### src/rtl/gpb_pkg.sv
package gpb_pkg;
  localparam int MAX_PORTS = 4;
  localparam int SLOT_W    = 32;
  localparam int PIN_W     = MAX_PORTS * SLOT_W;

  localparam logic [1:0] REG_DATA = 2'd0;
  localparam logic [1:0] REG_DIR  = 2'd1;
  localparam logic [1:0] REG_OWN  = 2'd2;

  typedef enum logic [2:0] {
    RD_NONE,
    RD_PORT,
    RD_PINS,
    RD_CFG_WIDTH,
    RD_CFG_COUNT
  } rdSrc_e;

  typedef struct packed {
    logic       wrStb;
    logic [1:0] port;
    logic [1:0] regIdx;
    rdSrc_e     rdSrc;
  } ctrlStb_t;
endpackage

### src/rtl/gpb_ctrl.sv
module gpb_ctrl
  import gpb_pkg::*;
#(
  parameter int NUM_PORTS = 4,
  parameter int ADDR_W    = 7
) (
  input  logic              psel,
  input  logic              penable,
  input  logic              pwrite,
  input  logic [ADDR_W-1:0] paddr,
  output logic              pready,
  output logic              pslverr,
  output ctrlStb_t          stb
);
  localparam int WORD_W = ADDR_W - 2;

  logic [WORD_W-1:0] word;
  logic [1:0]        unusedAddr;

  assign word       = paddr[ADDR_W-1:2];
  assign unusedAddr = paddr[1:0];
  assign pready     = 1'b1;
  assign pslverr    = 1'b0;

  always_comb begin
    stb.wrStb  = 1'b0;
    stb.port   = 2'd0;
    stb.regIdx = REG_DATA;
    stb.rdSrc  = RD_NONE;
    if (word < WORD_W'(12)) begin
      stb.port   = 2'(word / WORD_W'(3));
      stb.regIdx = 2'(word % WORD_W'(3));
      if (int'(stb.port) < NUM_PORTS) stb.rdSrc = RD_PORT;
    end else if (word >= WORD_W'(20) && word <= WORD_W'(23)) begin
      stb.port  = 2'(word - WORD_W'(20));
      stb.rdSrc = RD_PINS;
    end else if (word == WORD_W'(28)) begin
      stb.rdSrc = RD_CFG_WIDTH;
    end else if (word == WORD_W'(29)) begin
      stb.rdSrc = RD_CFG_COUNT;
    end
    stb.wrStb = psel && penable && pwrite && (stb.rdSrc == RD_PORT);
  end
endmodule

### src/rtl/gpb_datapath.sv
module gpb_datapath
  import gpb_pkg::*;
#(
  parameter int                 NUM_PORTS  = 4,
  parameter logic [PIN_W-1:0]   IMPL_MASK  = '1,
  parameter logic [19:0]        CFG_WIDTHS = '1
) (
  input  logic             pclk,
  input  logic             presetn,
  input  ctrlStb_t         stb,
  input  logic [31:0]      pwdata,
  output logic [31:0]      prdata,
  input  logic [PIN_W-1:0] pinIn,
  input  logic [PIN_W-1:0] hwIn,
  output logic [PIN_W-1:0] padOut,
  output logic [PIN_W-1:0] padOe
);
  logic [MAX_PORTS-1:0][SLOT_W-1:0] dataW;
  logic [MAX_PORTS-1:0][SLOT_W-1:0] dirW;
  logic [MAX_PORTS-1:0][SLOT_W-1:0] ownW;
  logic [MAX_PORTS-1:0][SLOT_W-1:0] pinsW;

  for (genvar p = 0; p < MAX_PORTS; p++) begin : gPort
    localparam logic [SLOT_W-1:0] MASK = IMPL_MASK[p*SLOT_W +: SLOT_W];
    if (p < NUM_PORTS) begin : gLive
      logic [SLOT_W-1:0] dataQ, dirQ, ownQ, syncAQ, syncBQ;
      logic hitPort;
      assign hitPort = stb.wrStb && (int'(stb.port) == p);

      always_ff @(posedge pclk or negedge presetn) begin
        if (!presetn) begin
          dataQ <= '0;
          dirQ  <= '0;
          ownQ  <= '0;
        end else if (hitPort) begin
          case (stb.regIdx)
            REG_DATA: dataQ <= pwdata & MASK;
            REG_DIR:  dirQ  <= pwdata & MASK;
            REG_OWN:  ownQ  <= pwdata & MASK;
            default:  ;
          endcase
        end
      end

      always_ff @(posedge pclk or negedge presetn) begin
        if (!presetn) begin
          syncAQ <= '0;
          syncBQ <= '0;
        end else begin
          syncAQ <= pinIn[p*SLOT_W +: SLOT_W] & MASK;
          syncBQ <= syncAQ;
        end
      end

      assign dataW[p] = dataQ;
      assign dirW[p]  = dirQ;
      assign ownW[p]  = ownQ;
      assign pinsW[p] = syncBQ;
      assign padOut[p*SLOT_W +: SLOT_W] =
        ((ownQ & hwIn[p*SLOT_W +: SLOT_W]) | (~ownQ & dataQ)) & MASK;
      assign padOe[p*SLOT_W +: SLOT_W] = dirQ;
    end else begin : gAbsent
      logic [SLOT_W-1:0] unusedPins;
      assign unusedPins = pinIn[p*SLOT_W +: SLOT_W] ^ hwIn[p*SLOT_W +: SLOT_W];
      assign dataW[p] = '0;
      assign dirW[p]  = '0;
      assign ownW[p]  = '0;
      assign pinsW[p] = '0;
      assign padOut[p*SLOT_W +: SLOT_W] = '0;
      assign padOe[p*SLOT_W +: SLOT_W]  = '0;
    end
  end

  always_comb begin
    prdata = '0;
    case (stb.rdSrc)
      RD_PORT: begin
        case (stb.regIdx)
          REG_DATA: prdata = dataW[stb.port];
          REG_DIR:  prdata = dirW[stb.port];
          REG_OWN:  prdata = ownW[stb.port];
          default:  prdata = '0;
        endcase
      end
      RD_PINS:      prdata = pinsW[stb.port];
      RD_CFG_WIDTH: prdata = {12'd0, CFG_WIDTHS};
      RD_CFG_COUNT: prdata = {28'd0, 2'(NUM_PORTS - 1), 2'b00};
      default:      prdata = '0;
    endcase
  end
endmodule

### src/rtl/gpio_port_bank.sv
module gpio_port_bank
  import gpb_pkg::*;
#(
  parameter int NUM_PORTS = 4,
  parameter int A_WIDTH   = 32,
  parameter int B_WIDTH   = 32,
  parameter int C_WIDTH   = 32,
  parameter int D_WIDTH   = 32,
  parameter int ADDR_W    = 7
) (
  input  logic              pclk,
  input  logic              presetn,
  input  logic              psel,
  input  logic              penable,
  input  logic              pwrite,
  input  logic [ADDR_W-1:0] paddr,
  input  logic [31:0]       pwdata,
  output logic [31:0]       prdata,
  output logic              pready,
  output logic              pslverr,
  input  logic [4*32-1:0]   pinIn,
  input  logic [4*32-1:0]   hwIn,
  output logic [4*32-1:0]   padOut,
  output logic [4*32-1:0]   padOe
);
  function automatic int widthOf(input int p);
    case (p)
      0:       return A_WIDTH;
      1:       return B_WIDTH;
      2:       return C_WIDTH;
      default: return D_WIDTH;
    endcase
  endfunction

  function automatic logic [PIN_W-1:0] buildMask();
    logic [PIN_W-1:0] m = '0;
    for (int p = 0; p < MAX_PORTS; p++)
      if (p < NUM_PORTS)
        m[p*SLOT_W +: SLOT_W] = 32'((64'd1 << widthOf(p)) - 64'd1);
    return m;
  endfunction

  function automatic logic [19:0] buildCfg();
    logic [19:0] c = '0;
    for (int p = 0; p < MAX_PORTS; p++)
      if (p < NUM_PORTS) c[p*5 +: 5] = 5'(widthOf(p) - 1);
    return c;
  endfunction

  localparam logic [PIN_W-1:0] IMPL_MASK  = buildMask();
  localparam logic [19:0]      CFG_WIDTHS = buildCfg();

  ctrlStb_t stb;

  gpb_ctrl #(
    .NUM_PORTS(NUM_PORTS),
    .ADDR_W   (ADDR_W)
  ) uCtrl (
    .psel   (psel),
    .penable(penable),
    .pwrite (pwrite),
    .paddr  (paddr),
    .pready (pready),
    .pslverr(pslverr),
    .stb    (stb)
  );

  gpb_datapath #(
    .NUM_PORTS (NUM_PORTS),
    .IMPL_MASK (IMPL_MASK),
    .CFG_WIDTHS(CFG_WIDTHS)
  ) uData (
    .pclk   (pclk),
    .presetn(presetn),
    .stb    (stb),
    .pwdata (pwdata),
    .prdata (prdata),
    .pinIn  (pinIn),
    .hwIn   (hwIn),
    .padOut (padOut),
    .padOe  (padOe)
  );
endmodule

### config.mk
export PLATFORM = sky130hd
export DESIGN_NAME = gpio_port_bank
export DESIGN_NICKNAME = d
export VERILOG_FILES = /design/src/rtl/gpb_pkg.sv /design/src/rtl/gpb_ctrl.sv /design/src/rtl/gpb_datapath.sv /design/src/rtl/gpio_port_bank.sv
export SDC_FILE = /design/constraint.sdc
export NUM_CORES = 1
export LEC_CHECK = 0
export BUFFER_PORTS_ARGS = -buffer_cell sky130_fd_sc_hd__buf_2
export CAP_MARGIN = 20
export CORE_ASPECT_RATIO = 0.7
export CORE_UTILIZATION = 59
export DETAILED_ROUTE_END_ITERATION = 10
export PLACE_DENSITY = 0.83
export SETUP_SLACK_MARGIN = 0.05
export SYNTH_ARGS = -nofsm -noshare
export SYNTH_HDL_FRONTEND = slang
export SYNTH_SLANG_ARGS = --single-unit
export TNS_END_PERCENT = 1
### constraint.sdc
create_clock -name pclk -period 11.6 [get_ports pclk]
set_input_delay 2.32 -clock pclk [delete_from_list [all_inputs] [get_ports pclk]]
set_output_delay 2.32 -clock pclk [all_outputs]
set_load 0.02 [all_outputs]
=== After elaboration in Yosys (flattened, before gate mapping) ===
Cells that the tools add are included.

* Register bits after elaboration: 640
* Input port bits: 300
* Output and inout port bits: 290

* Divide/modulo/power cells: 2
* Bitwise logic cells: 16
* $lt $le $gt $ge: 4
* Reductions and logical operators: 22
* Equal/unequal tests: 11
* $add $sub $neg: 1
* Multiplexer cells: 17

{| class="wikitable"
|+ Operator list
! operator !! count
|-
| AND 32 bit || 8
|-
| binary-select mux 32 bit (select 2 bit) || 4
|-
| two-way mux 32 bit || 4
|-
| NOT 32 bit || 4
|-
| OR 32 bit || 4
|-
| one-hot mux 32 bit (4 select lines) || 1
|-
| one-hot mux 32 bit (3 select lines) || 1
|-
| AND reduction 2 bit || 12
|-
| two-way mux 3 bit || 4
|-
| equality test 5 bit, second input constant || 2
|-
| logical AND 1 bit || 8
|-
| equality test 2 bit, second input constant || 3
|-
| equality test 3 x 2 -> 1 bit, second input constant || 2
|-
| two-way mux 2 bit || 3
|-
| divider 5 x 2 -> 5 bit, second input constant || 1
|-
| greater-or-equal comparator 5 bit, second input constant || 1
|-
| less-or-equal comparator 5 bit, second input constant || 1
|-
| less-than comparator 5 x 4 -> 1 bit, second input constant || 1
|-
| remainder unit 5 x 2 -> 5 bit, second input constant || 1
|-
| equality test 2 x 1 -> 1 bit, second input constant || 2
|-
| logical NOT 2 bit || 2
|-
| equality test 3 x 1 -> 1 bit, second input constant || 1
|-
| equality test 3 bit, second input constant || 1
|-
| less-than comparator 2 x 3 -> 1 bit, second input constant || 1
|-
| subtractor 2 x 1 -> 2 bit, second input constant || 1
|}

=== Longest topological paths before layout ===
Gate-level depths: netlist of the first run.

* Word-level depth: 9
* Mapped depth: 21
* Gate-level depth less buffers: 14

=== Cells and area by module ===
From an unflattened synthesis of the first run, not the netlist that was laid out.

* Cell total of the unflattened synthesis: 1,627
* Area, all modules: 26,930.8 um^2

{| class="wikitable"
|+ By module, submodules not included
! module !! instances !! area an instance (um^2) !! cells each !! sequential area each (um^2)
|-
| gpb_datapath || 1 || 26,374.0 || 1,541 || 16,015.4
|-
| gpb_ctrl || 1 || 556.8 || 86 || 0.0
|}

=== Worst setup path after synthesis of the first run ===
No wires, ideal clock.

* Kind: input -> output
* Start point: input paddr[5]
* End point: output prdata[19]
* Data arrival time: 6,409 ps
* Path slack: 2,871 ps
* Stages: 20
* Cells stage by stage: buf_2 -> clkbuf_1 -> buf_2 -> clkbuf_1 -> ha_1 -> clkbuf_1 -> clkbuf_1 -> and3_1 -> o21ai_1 -> and2_1 -> clkbuf_1 -> ha_1 -> a311oi_1 -> a211oi_2 -> nor2_1 -> buf_2 -> buf_2 -> mux2_2 -> a211oi_1 -> nand4_1

* Cells in the longest elaborated chain, start to end: 8
* Elaborated cells on any way between the ends: 32

{| class="wikitable"
|+ RTL lines
! element !! RTL line !! RTL
|-
| from (decl) || gpio_port_bank.sv:16 || <nowiki>input logic [ADDR_W-1:0] paddr,</nowiki>
|-
| parallel branches: the longest is 7 deep, another holds divider 5 x 2 -> 5 bit || - ||
|-
| one-hot mux 32 bit (4 select lines) (*) || gpb_datapath.sv:76 || <nowiki>case (stb.rdSrc)</nowiki>
|-
| to (decl) || gpio_port_bank.sv:18 || <nowiki>output logic [31:0] prdata,</nowiki>
|}

Every way passes the cells marked *. The select of a mux whose other input is x is not followed.

=== Final worst setup path of the first run ===
* Start point: input paddr[5]
* End point: output prdata[22]

Same word-level chain as after synthesis.

==> results of run 1 <==
per-layer routing:
| layer | vias up | track usage, % | routed length (µm) |
|---|---|---|---|
| met2 | 1563 | 59.5 | 43500 |
| met1 | 11300 | 50.5 | 35300 |
| met3 | 368 | 10.2 | 10200 |
| li1 | 9128 | - | - |
| met4 | 10 | 20.4 | 5440 |
| met5 | - | 0 | 75 |
cells by family (layout without fill, tap and decap cells):
family	after synthesis	after routing	synth area share [%]
adder cells (fa/ha/maj)	3	3	0.134
other	2	17	0.0269
AO/OA/AOI/OAI	370	370	7.86
flip-flops	640	640	57.3
AND/OR/NAND/NOR	517	517	8.73
multiplexers	545	545	22.3
XOR/XNOR	4	4	0.125
buffers and inverters	203	731	3.46
per-stage QoR:
stage / hold slack, ns / setup WS, ns / cell area [µm²] / util [%]
6_report: 0.344 / 1.39 / 33200 / 71.3
5_1_grt: 0.352 / 1.16 / 33200 / 71.3
4_1_cts: 0.346 / 1.50 / 33100 / 71.1
3_5_place_dp: 0.335 / 1.51 / 31200 / 67.0
3_3_place_gp: 0.332 / 1.63 / 31200 / 66.9
2_1_floorplan: 0.331 / 2.87 / 27900 / -
final timing paths:
| kind | endpoint | cells past startpoint | from | slack, ns |
|---|---|---|---|---|
| min reg2reg | uData.gPort[0].gLive.syncBQ[12] | 0 | uData.gPort[0].gLive.syncAQ[12] | 0.34 |
| min in group asynchronous | uData.gPort[1].gLive.dirQ[13] | 1 | presetn | 1.77 |
| min | uData.gPort[0].gLive.syncBQ[12] | 0 | uData.gPort[0].gLive.syncAQ[12] | 0.34 |
| max | prdata[22] | 16 | paddr[5] | 1.39 |
| max in group asynchronous | uData.gPort[1].gLive.syncAQ[4] | 3 | presetn | 7.55 |
| max reg2reg | uData.gPort[3].gLive.dirQ[19] | 1 | uData.gPort[3].gLive.dirQ[19] | 10.73 |
state kept, by name, summed over array words and instances, names as in the netlist:
signal,cells
uData.gPort.gLive.dataQ,128
uData.gPort.gLive.ownQ,128
uData.gPort.gLive.dirQ,128
uData.gPort.gLive.syncBQ,128
uData.gPort.gLive.syncAQ,128
layout by cell type (no fill, tap or decap), types with 3 or more instances in the layout:
cell type | netlist | final
a211oi_1 | 54 | 54
a21oi_1 | 122 | 122
a221o_1 | 7 | 7
a22oi_1 | 8 | 8
a31oi_1 | 18 | 17
and3_1 | 36 | 30
and3_2 | 0 | 6
buf_12 | 0 | 7
buf_2 | 46 | 584
buf_4 | 15 | 33
bufinv_16 | 0 | 5
clkbuf_1 | 126 | 10
clkbuf_16 | 0 | 59
clkbuf_8 | 0 | 10
clkinv_2 | 0 | 10
clkinvlp_4 | 0 | 3
dfrtp_1 | 640 | 640
diode_2 | 0 | 15
ha_1 | 3 | 3
inv_1 | 3 | 3
inv_6 | 0 | 3
mux2_1 | 230 | 230
mux2_2 | 270 | 270
mux2_4 | 30 | 30
mux2i_1 | 15 | 15
nand2_1 | 264 | 263
nand3_1 | 122 | 120
nand3_2 | 4 | 4
nand3b_1 | 4 | 4
nand4_1 | 50 | 50
nand4b_1 | 3 | 3
nor2_1 | 11 | 9
nor2b_1 | 6 | 6
nor3_1 | 6 | 4
o21ai_0 | 123 | 123
o21ai_1 | 5 | 5
o22a_1 | 5 | 5
o31ai_1 | 8 | 8
area by class of cell:
class / instances / share of cell area (%)
Antenna cell: 15 / 0.113
Tap cell: 612 / 2.31
Multi-Input combinational cell: 1441 / 33.4
Timing Repair Buffer: 626 / 10.1
Inverter: 3 / 0.0339
Clock inverter: 23 / 0.844
Sequential cell: 640 / 48.2
Clock buffer: 79 / 4.97
power groups by stage:
stage | combinational [µW] | clock, µW | sequential (µW)
floorplan | 660 | 0 | 2580
global placement | 1080 | 0 | 2590
detailed placement | 1110 | 0 | 2600
CTS | 1110 | 1980 | 2570
global route | 1190 | 2070 | 2590
finish | 1130 | 1970 | 2580
==> impl_metrics.yaml, run 1 <==
run_status:
  outcome: "finished, final reports clean"
critical_path:
  crit_buf_inv: 3
  end_kind: "output pin"
  slowest_stage: "a311oi_1"
  path_delay_family: "compound AO/OA/AOI/OAI gates"
  cp.required_ns: 9.28
  start_kind: "input port"
  path_cells: "buf_2 -> ha_1 -> nor2b_1 -> o21bai_1 -> a22oi_1 -> o21ai_0 -> ha_1 -> nand3b_1 -> a311oi_1 -> a211o_4 -> nand2_4 -> buf_4 -> a211oi_1 -> o31ai_1 -> a221o_1 -> buf_2"
  path_max_fanout: 77
  cp.arrival_ns: 7.89
  crit_type: "input port to output pin"
  max_stage_delay_ns: 0.74
clocking:
  cts_resized: 0
  cts_tree: "yes"
  clock_path_buffers: 3
  clk_pin_slew_ns: 0.06
  cts-hold-fix-buffers: 0
  cts_inserted_buffers: 58
  clk_latency_ns: 0.61
  cts_htree_levels: 2
  post-cts-setup-buffer-count: 0
  ctsRootBufferMaster: "clkbuf_16"
  clock_sinks: 640
routing:
  dr.first_iter.drc_count: 2538
  wl_um: 94400
  routedWlPerCell_um: 27.5
  viasPerCell: 6.50
  drt-pass1-iter-count: 9
  vias: 22400
  drc_errors: 0
  antenna_left: 0
logic_synthesis:
  yosysWarnings: 0
  syn_nets: 2587
  synth.largest_area_cell: "dfrtp_1"
  synth_edf_count: 0
  syn_area_per_cell_um2: 12.2
  synth-main-ff-cell: "dfrtp_1"
  synthTopCellsByCount: "dfrtp_1 (640), mux2_2 (270), nand2_1 (264)"
  netlist_instances: 2284
  ys_types: 60
  yosysMostFrequentCell: "dfrtp_1"
  synthTopCellsByArea: "dfrtp_1 (57%), mux2_2 (11%), mux2_1 (9.3%), nand2_1 (3.5%), o21ai_0 (2.2%)"
  synth_top_cell_area_share_pct: 57.3
  async_flop_share_pct: 100
  syn_area_mm2: 0.0279
  ys_seq_area_share_pct: 57.3
  ys_ff_latch: 640
final_layout:
  area_growth_pct: 18.9
  multi_input_area_mm2: 0.0111
  regArea_mm2: 0.0160
  fin_cells: 3439
  drive_gt1_share_pct: 37.3
  num-fill-cells: 3158
  fin_nets: 3073
placement:
  place_congestion: 0.909
  io_buffers: 585
  post-dp-hpwl_um: 61100
  dpl.cell_count: 3320
hold_path:
  worst_hold_path_type: "register to register"
timing:
  max_slew.worst_pin.slew_ns: 1.14
  finalCritPeriodShare_pct: 88.0
  timing.final.hold_violations: 0
  setup_viol: 0
  skew_ns: 0.00701
  period_minus_slack_ns: 10.21
  fmax_ghz: 0.0979
  rsz0062_at_grt: "no"
  max-slew-margin-rel_pct: 23.7
  drv_slew: 0
  fin_setup_tns_ns: 0
die:
  start_util_pct: 60.0
  die_h_um: 184
  core_mm2: 0.0466
  die_w_um: 262
  ios: 590
  dieArea_mm2: 0.0482
  fp-row-count: 66
global_route:
  grt_use_total_pct: 38.7
  antenna_found_initial: 19
  grt_pass1_vias: 22100
  overflow: 0
  grt_max_degree: 175
  grt_pass1_wl_um: 138000
pwr:
  switching_share_pct: 30.3
  pwr-share-comb_pct: 19.9
  power_uw: 5670
  peakVddDrop_mv: 0.128
  p_switching_uw: 1720
  seqPwrFrac_pct: 45.4
  p_int_uw: 3950
  power_density_mw_per_mm2: 171
  power.leakage_uw: 0.0166
  clkPwrFrac_pct: 34.7
flow_run:
  cap_viol_max_count: 0
(Power assumes the default switching activity.)
==> run 2, diff against run 1 <==
- CORE_UTILIZATION: 59 -> 45
- PLACE_DENSITY: 0.83 -> 0.66
==> impl_metrics.yaml, run 2 (synthesized netlist as in run 1, its figures left out) <==
timing:
  max_slew.worst_pin.slew_ns: 1.16
  setup_slack_ns: 1.52
  timing.final.hold_violations: 0
  skew_ns: 0.0305
  period_minus_slack_ns: 10.08
  drv_slew: 0
  fmax_ghz: 0.0992
  finalCritPeriodShare_pct: 86.9
  max-slew-margin-rel_pct: 22.2
  rsz0062_at_grt: "no"
  setup_viol: 0
  fin_setup_tns_ns: 0
die:
  ios: 590
  die_w_um: 300
  fp-row-count: 75
  core_mm2: 0.0606
  die_h_um: 210
  dieArea_mm2: 0.0631
  start_util_pct: 46.1
pwr:
  power_density_mw_per_mm2: 172
  clkPwrFrac_pct: 35.9
  switching_share_pct: 30.5
  pwr-share-comb_pct: 19.5
  power.leakage_uw: 0.0166
  p_int_uw: 4010
  peakVddDrop_mv: 0.123
  p_switching_uw: 1760
  seqPwrFrac_pct: 44.7
clocking:
  clk_pin_slew_ns: 0.06
  cts-hold-fix-buffers: 0
  cts_htree_levels: 2
  clock_sinks: 640
  clock_path_buffers: 3
  cts_tree: "yes"
  cts_inserted_buffers: 61
  post-cts-setup-buffer-count: 0
  clk_latency_ns: 0.67
  cts_resized: 0
  ctsRootBufferMaster: "clkbuf_16"
routing:
  met2_length_um: 46200
  antenna_left: 0
  highest_layer: "met5"
  viasPerCell: 5.86
  routedWlPerCell_um: 27.0
  drt-pass1-iter-count: 6
  wl_met1_um: 40900
  wl_um: 98400
  drc_errors: 0
  dr.first_iter.drc_count: 1780
  met3_wirelength_um: 8260
  vias: 21400
critical_path:
  cp.arrival_ns: 7.76
  rrSetupSlack_ns: 10.72
  r2r_cells: 1
  cp.required_ns: 9.28
  crit_type: "input port to output pin"
  path_max_fanout: 28
  rr_endpoint: "uData.gPort[1].gLive.dirQ[18]"
  start_kind: "input port"
  r2r_start: "uData.gPort[1].gLive.dirQ[18]"
  end_kind: "output pin"
global_route:
  grt_max_degree: 200
  overflow: 0
  grt_use_total_pct: 30.8
  grt_pass1_wl_um: 144000
  antenna_found_initial: 22
  grt_pass1_vias: 21400
placement:
  io_buffers: 585
  post-dp-hpwl_um: 64900
  place_congestion: 0.893
  pre_cts_slack_ns: 1.66
hold_path:
  holdCritStartpoint: "uData.gPort[2].gLive.syncAQ[30]"
  min_to: "uData.gPort[2].gLive.syncBQ[30]"
  worst_hold_path_type: "register to register"
  worstHoldPathCells: 0
flow_run:
  cap_viol_max_count: 0
final_layout:
  area_growth_pct: 20.3
  layout_commonest_cell: "dfrtp_1"
  drive_gt1_share_pct: 37.5
  layout_common_cells: "dfrtp_1 (640), buf_2 (584), mux2_2 (270)"
  fin_nets: 3075
run_status:
  outcome: "finished, final reports clean"
[run 2: changes by cell type in the layout (fill, tap and decap cells not counted), sizes merged]
cell	previous run	this run
buf	626	625
bufinv	5	4
clkbuf	79	87
clkinv	10	18
diode	15	16
inv	8	5
[run 2: worst max-delay path by stage]
stage,endpoint,cells past startpoint,start
after global placement,prdata[4],15,paddr[5]
after detailed placement,prdata[4],13,paddr[5]
after floorplan,prdata[19],20,paddr[5]
final,prdata[4],13,paddr[5]
after CTS,prdata[4],13,paddr[5]
after global routing,prdata[4],15,paddr[5]
[run 2: cell type report]
cell class	instances	area, µm²
fill	5143	27000
sequential	640	16000
multi-input combinational	1441	11100
timing repair buffer	625	3270
clock buffer	87	1770
tap	808	1010
clock inverter	27	328
antenna	16	40.0
inverter	3	11.3
[run 2: power groups by stage]
stage	Sequential [µW]	Clock [µW]	Combinational, µW
6_report	2570	2070	1120
5_1_grt	2590	2180	1200
4_1_cts	2570	2090	1120
3_5_place_dp	2610	0	1120
3_3_place_gp	2590	0	1100
2_1_floorplan	2580	0	660
[run 2: critical path, stage by stage]
cell and delay [ns]:
buf_2 0.40, ha_1 0.63, nor2b_1 0.27, a32oi_1 0.16
and2_1 0.30, ha_1 0.26, a311oi_1 0.65, a211oi_4 0.16
nor2_4 0.62, mux2_2 0.42, a211oi_1 0.96, nand4_1 0.28
buf_2 0.27
[run 2: metrics by stage]
step | cells | cell area, µm² | power [µW] | hold slack [ns] | utilization [%]
final | 3647 | 33600 | 5760 | 0.335 | 55.4
after global routing | 3642 | 33600 | 5970 | 0.340 | 55.4
after CTS | 3630 | 33500 | 5780 | 0.331 | 55.3
after detailed placement | 3516 | 31400 | 3720 | 0.335 | 51.8
after global placement | 3516 | 31400 | 3700 | 0.333 | 51.8
after floorplan | 2284 | 27900 | 3240 | 0.331 | -
[run 2: metal layers]
layer  vias up  global-route usage (%)
met2      1072                    49.0
met4        16                    9.75
met3       191                    7.35
li1       9138                       -
met1     11000                    41.7
met5         -                       0
==> run 3, diff against run 2 <==
- SYNTH_HIERARCHICAL: unset -> 1
==> impl_metrics.yaml, run 3 <==
timing:
  setup_viol: 0
  max-slew-margin-rel_pct: 35.6
  finalCritPeriodShare_pct: 82.3
  skew_ns: 0.00790
  fin_setup_tns_ns: 0
  setup_slack_ns: 2.06
  fmax_ghz: 0.105
  hold_ws_ns: 0.343
  drv_slew: 0
  max_slew.worst_pin.slew_ns: 0.966
  period_minus_slack_ns: 9.54
  rsz0062_at_grt: "no"
  timing.final.hold_violations: 0
final_layout:
  num-fill-cells: 4784
  area_growth_pct: 21.2
  utilization_pct: 55.6
  layout_commonest_cell: "dfrtp_1"
  drive_gt1_share_pct: 58.7
  fin_nets: 2477
  layout_common_cells: "dfrtp_1 (640), buf_2 (584), mux2_2 (434)"
clocking:
  cts_resized: 0
  cts-hold-fix-buffers: 0
  cts_inserted_buffers: 61
  post-cts-setup-buffer-count: 0
  cts_htree_levels: 2
  ctsRootBufferMaster: "clkbuf_16"
  clock_sinks: 640
  clk_pin_slew_ns: 0.06
  clock_path_buffers: 3
  cts_tree: "yes"
  clk_latency_ns: 0.63
logic_synthesis:
  syn_nets: 1930
  synthTopCellsByArea: "dfrtp_1 (59%), mux2_2 (18%), mux4_2 (11%), mux2_1 (3.3%), mux2i_1 (1.2%)"
  ys_ff_latch: 640
  synth-main-ff-cell: "dfrtp_1"
  yosysWarnings: 6
  yosysMostFrequentCell: "dfrtp_1"
  synth_edf_count: 0
  synth_top_cell_area_share_pct: 59.5
  ys_seq_area_share_pct: 59.5
  ys_types: 48
  async_flop_share_pct: 100
  netlist_instances: 1627
  synth.largest_area_cell: "dfrtp_1"
  syn_area_per_cell_um2: 16.6
  synthTopCellsByCount: "dfrtp_1 (640), mux2_2 (434), mux4_2 (128)"
  syn_area_mm2: 0.0269
critical_path:
  rrSetupSlack_ns: 10.75
  cp.arrival_ns: 7.22
  end_kind: "output pin"
  path_max_fanout: 26
  start_kind: "input port"
  cp.required_ns: 9.28
  crit_type: "input port to output pin"
die:
  ios: 590
  dieArea_mm2: 0.0608
  die_w_um: 294
  die_h_um: 207
  core_mm2: 0.0587
  fp-row-count: 74
  start_util_pct: 45.9
routing:
  vias: 16900
  viasPerCell: 5.60
  routedWlPerCell_um: 26.9
  dr.first_iter.drc_count: 1091
  drc_errors: 0
  drt-pass1-iter-count: 5
  wl_um: 81400
  antenna_left: 0
global_route:
  gr-max-usage-layer: "met2"
  grt_pass1_vias: 17500
  use_met3_pct: 5.04
  met2_usage_pct: 42.2
  antenna_found_initial: 13
  overflow: 0
  use_met1_pct: 38.2
  grt_use_total_pct: 26.8
  grt_pass1_wl_um: 118000
  grt_max_degree: 177
placement:
  pre_cts_slack_ns: 2.13
  post-dp-hpwl_um: 54700
  place_congestion: 0.883
  io_buffers: 585
run_status:
  outcome: "finished, final reports clean"
hold_path:
  worst_hold_path_type: "register to register"
flow_run:
  cap_viol_max_count: 0
pwr:
  power_density_mw_per_mm2: 179
  power.leakage_uw: 0.0161
  power_uw: 5840
  peakVddDrop_mv: 0.108
run 3: cells by family after synthesis:
| kind of cell | after synthesis | synth area share (%) |
|---|---|---|
| flip-flops | 640 | 59.5 |
| AO/OA/AOI/OAI | 93 | 2.35 |
| adder cells (fa/ha/maj) | 3 | 0.139 |
| buffers and inverters | 135 | 2.86 |
| other | 2 | 0.0279 |
| multiplexers | 673 | 33.3 |
| AND/OR/NAND/NOR | 81 | 1.81 |
run 3: per-layer routing:
layer  up-vias  wire length (µm)
met3       126              5060
met4         8              1830
li1       7146                 -
met5         -                57
met2       610             39000
met1      9055             35500
run 3: layout make-up:
class,count,area (µm²),area share [%]
Sequential cell,640,16000,49.1
Multi-Input combinational cell,852,10300,31.4
Timing Repair Buffer,614,3240,9.93
Clock buffer,82,1750,5.35
Inverter,5,18.8,0.0575
Clock inverter,28,342,1.05
Tap cell,798,998,3.06
Antenna cell,8,20.0,0.0613
run 3: path summary, 6_finish.rpt:
path | start | end | cells past startpoint
max | paddr[5] | prdata[20] | 14
min | uData/gPort[1].gLive.syncAQ[3] | uData/gPort[1].gLive.syncBQ[3] | 0
max reg2reg | uData/gPort[0].gLive.ownQ[23] | uData/gPort[0].gLive.ownQ[23] | 1
min reg2reg | uData/gPort[1].gLive.syncAQ[3] | uData/gPort[1].gLive.syncBQ[3] | 0
max in group asynchronous | presetn | uData/gPort[2].gLive.syncBQ[26] | 3
min in group asynchronous | presetn | uData/gPort[1].gLive.dataQ[5] | 1
run 3: power breakdown:
group | internal, µW | switching, µW | total [µW]
clock | 1190 | 879 | 2070
combinational | 537 | 638 | 1170
sequential | 2440 | 151 | 2590
run 3: through the flow:
step | cells | area (µm²)
3_5_place_dp | 2909 | 30500
5_1_grt | 3025 | 32600
6_report | 3027 | 32700
2_1_floorplan | 1627 | 26900
4_1_cts | 3019 | 32600
3_3_place_gp | 2909 | 30500
run 3: worst max-delay path, stage by stage:
cell,delay (ns)
buf_2,0.28
ha_1,0.47
inv_1,0.18
a311oi_1,0.37
inv_1,0.09
ha_1,0.29
a2111o_1,0.40
a31oi_1,0.54
mux2i_4,0.58
buf_4,0.55
mux4_2,0.59
mux2i_1,0.19
o21ai_0,0.10
buf_2,0.20
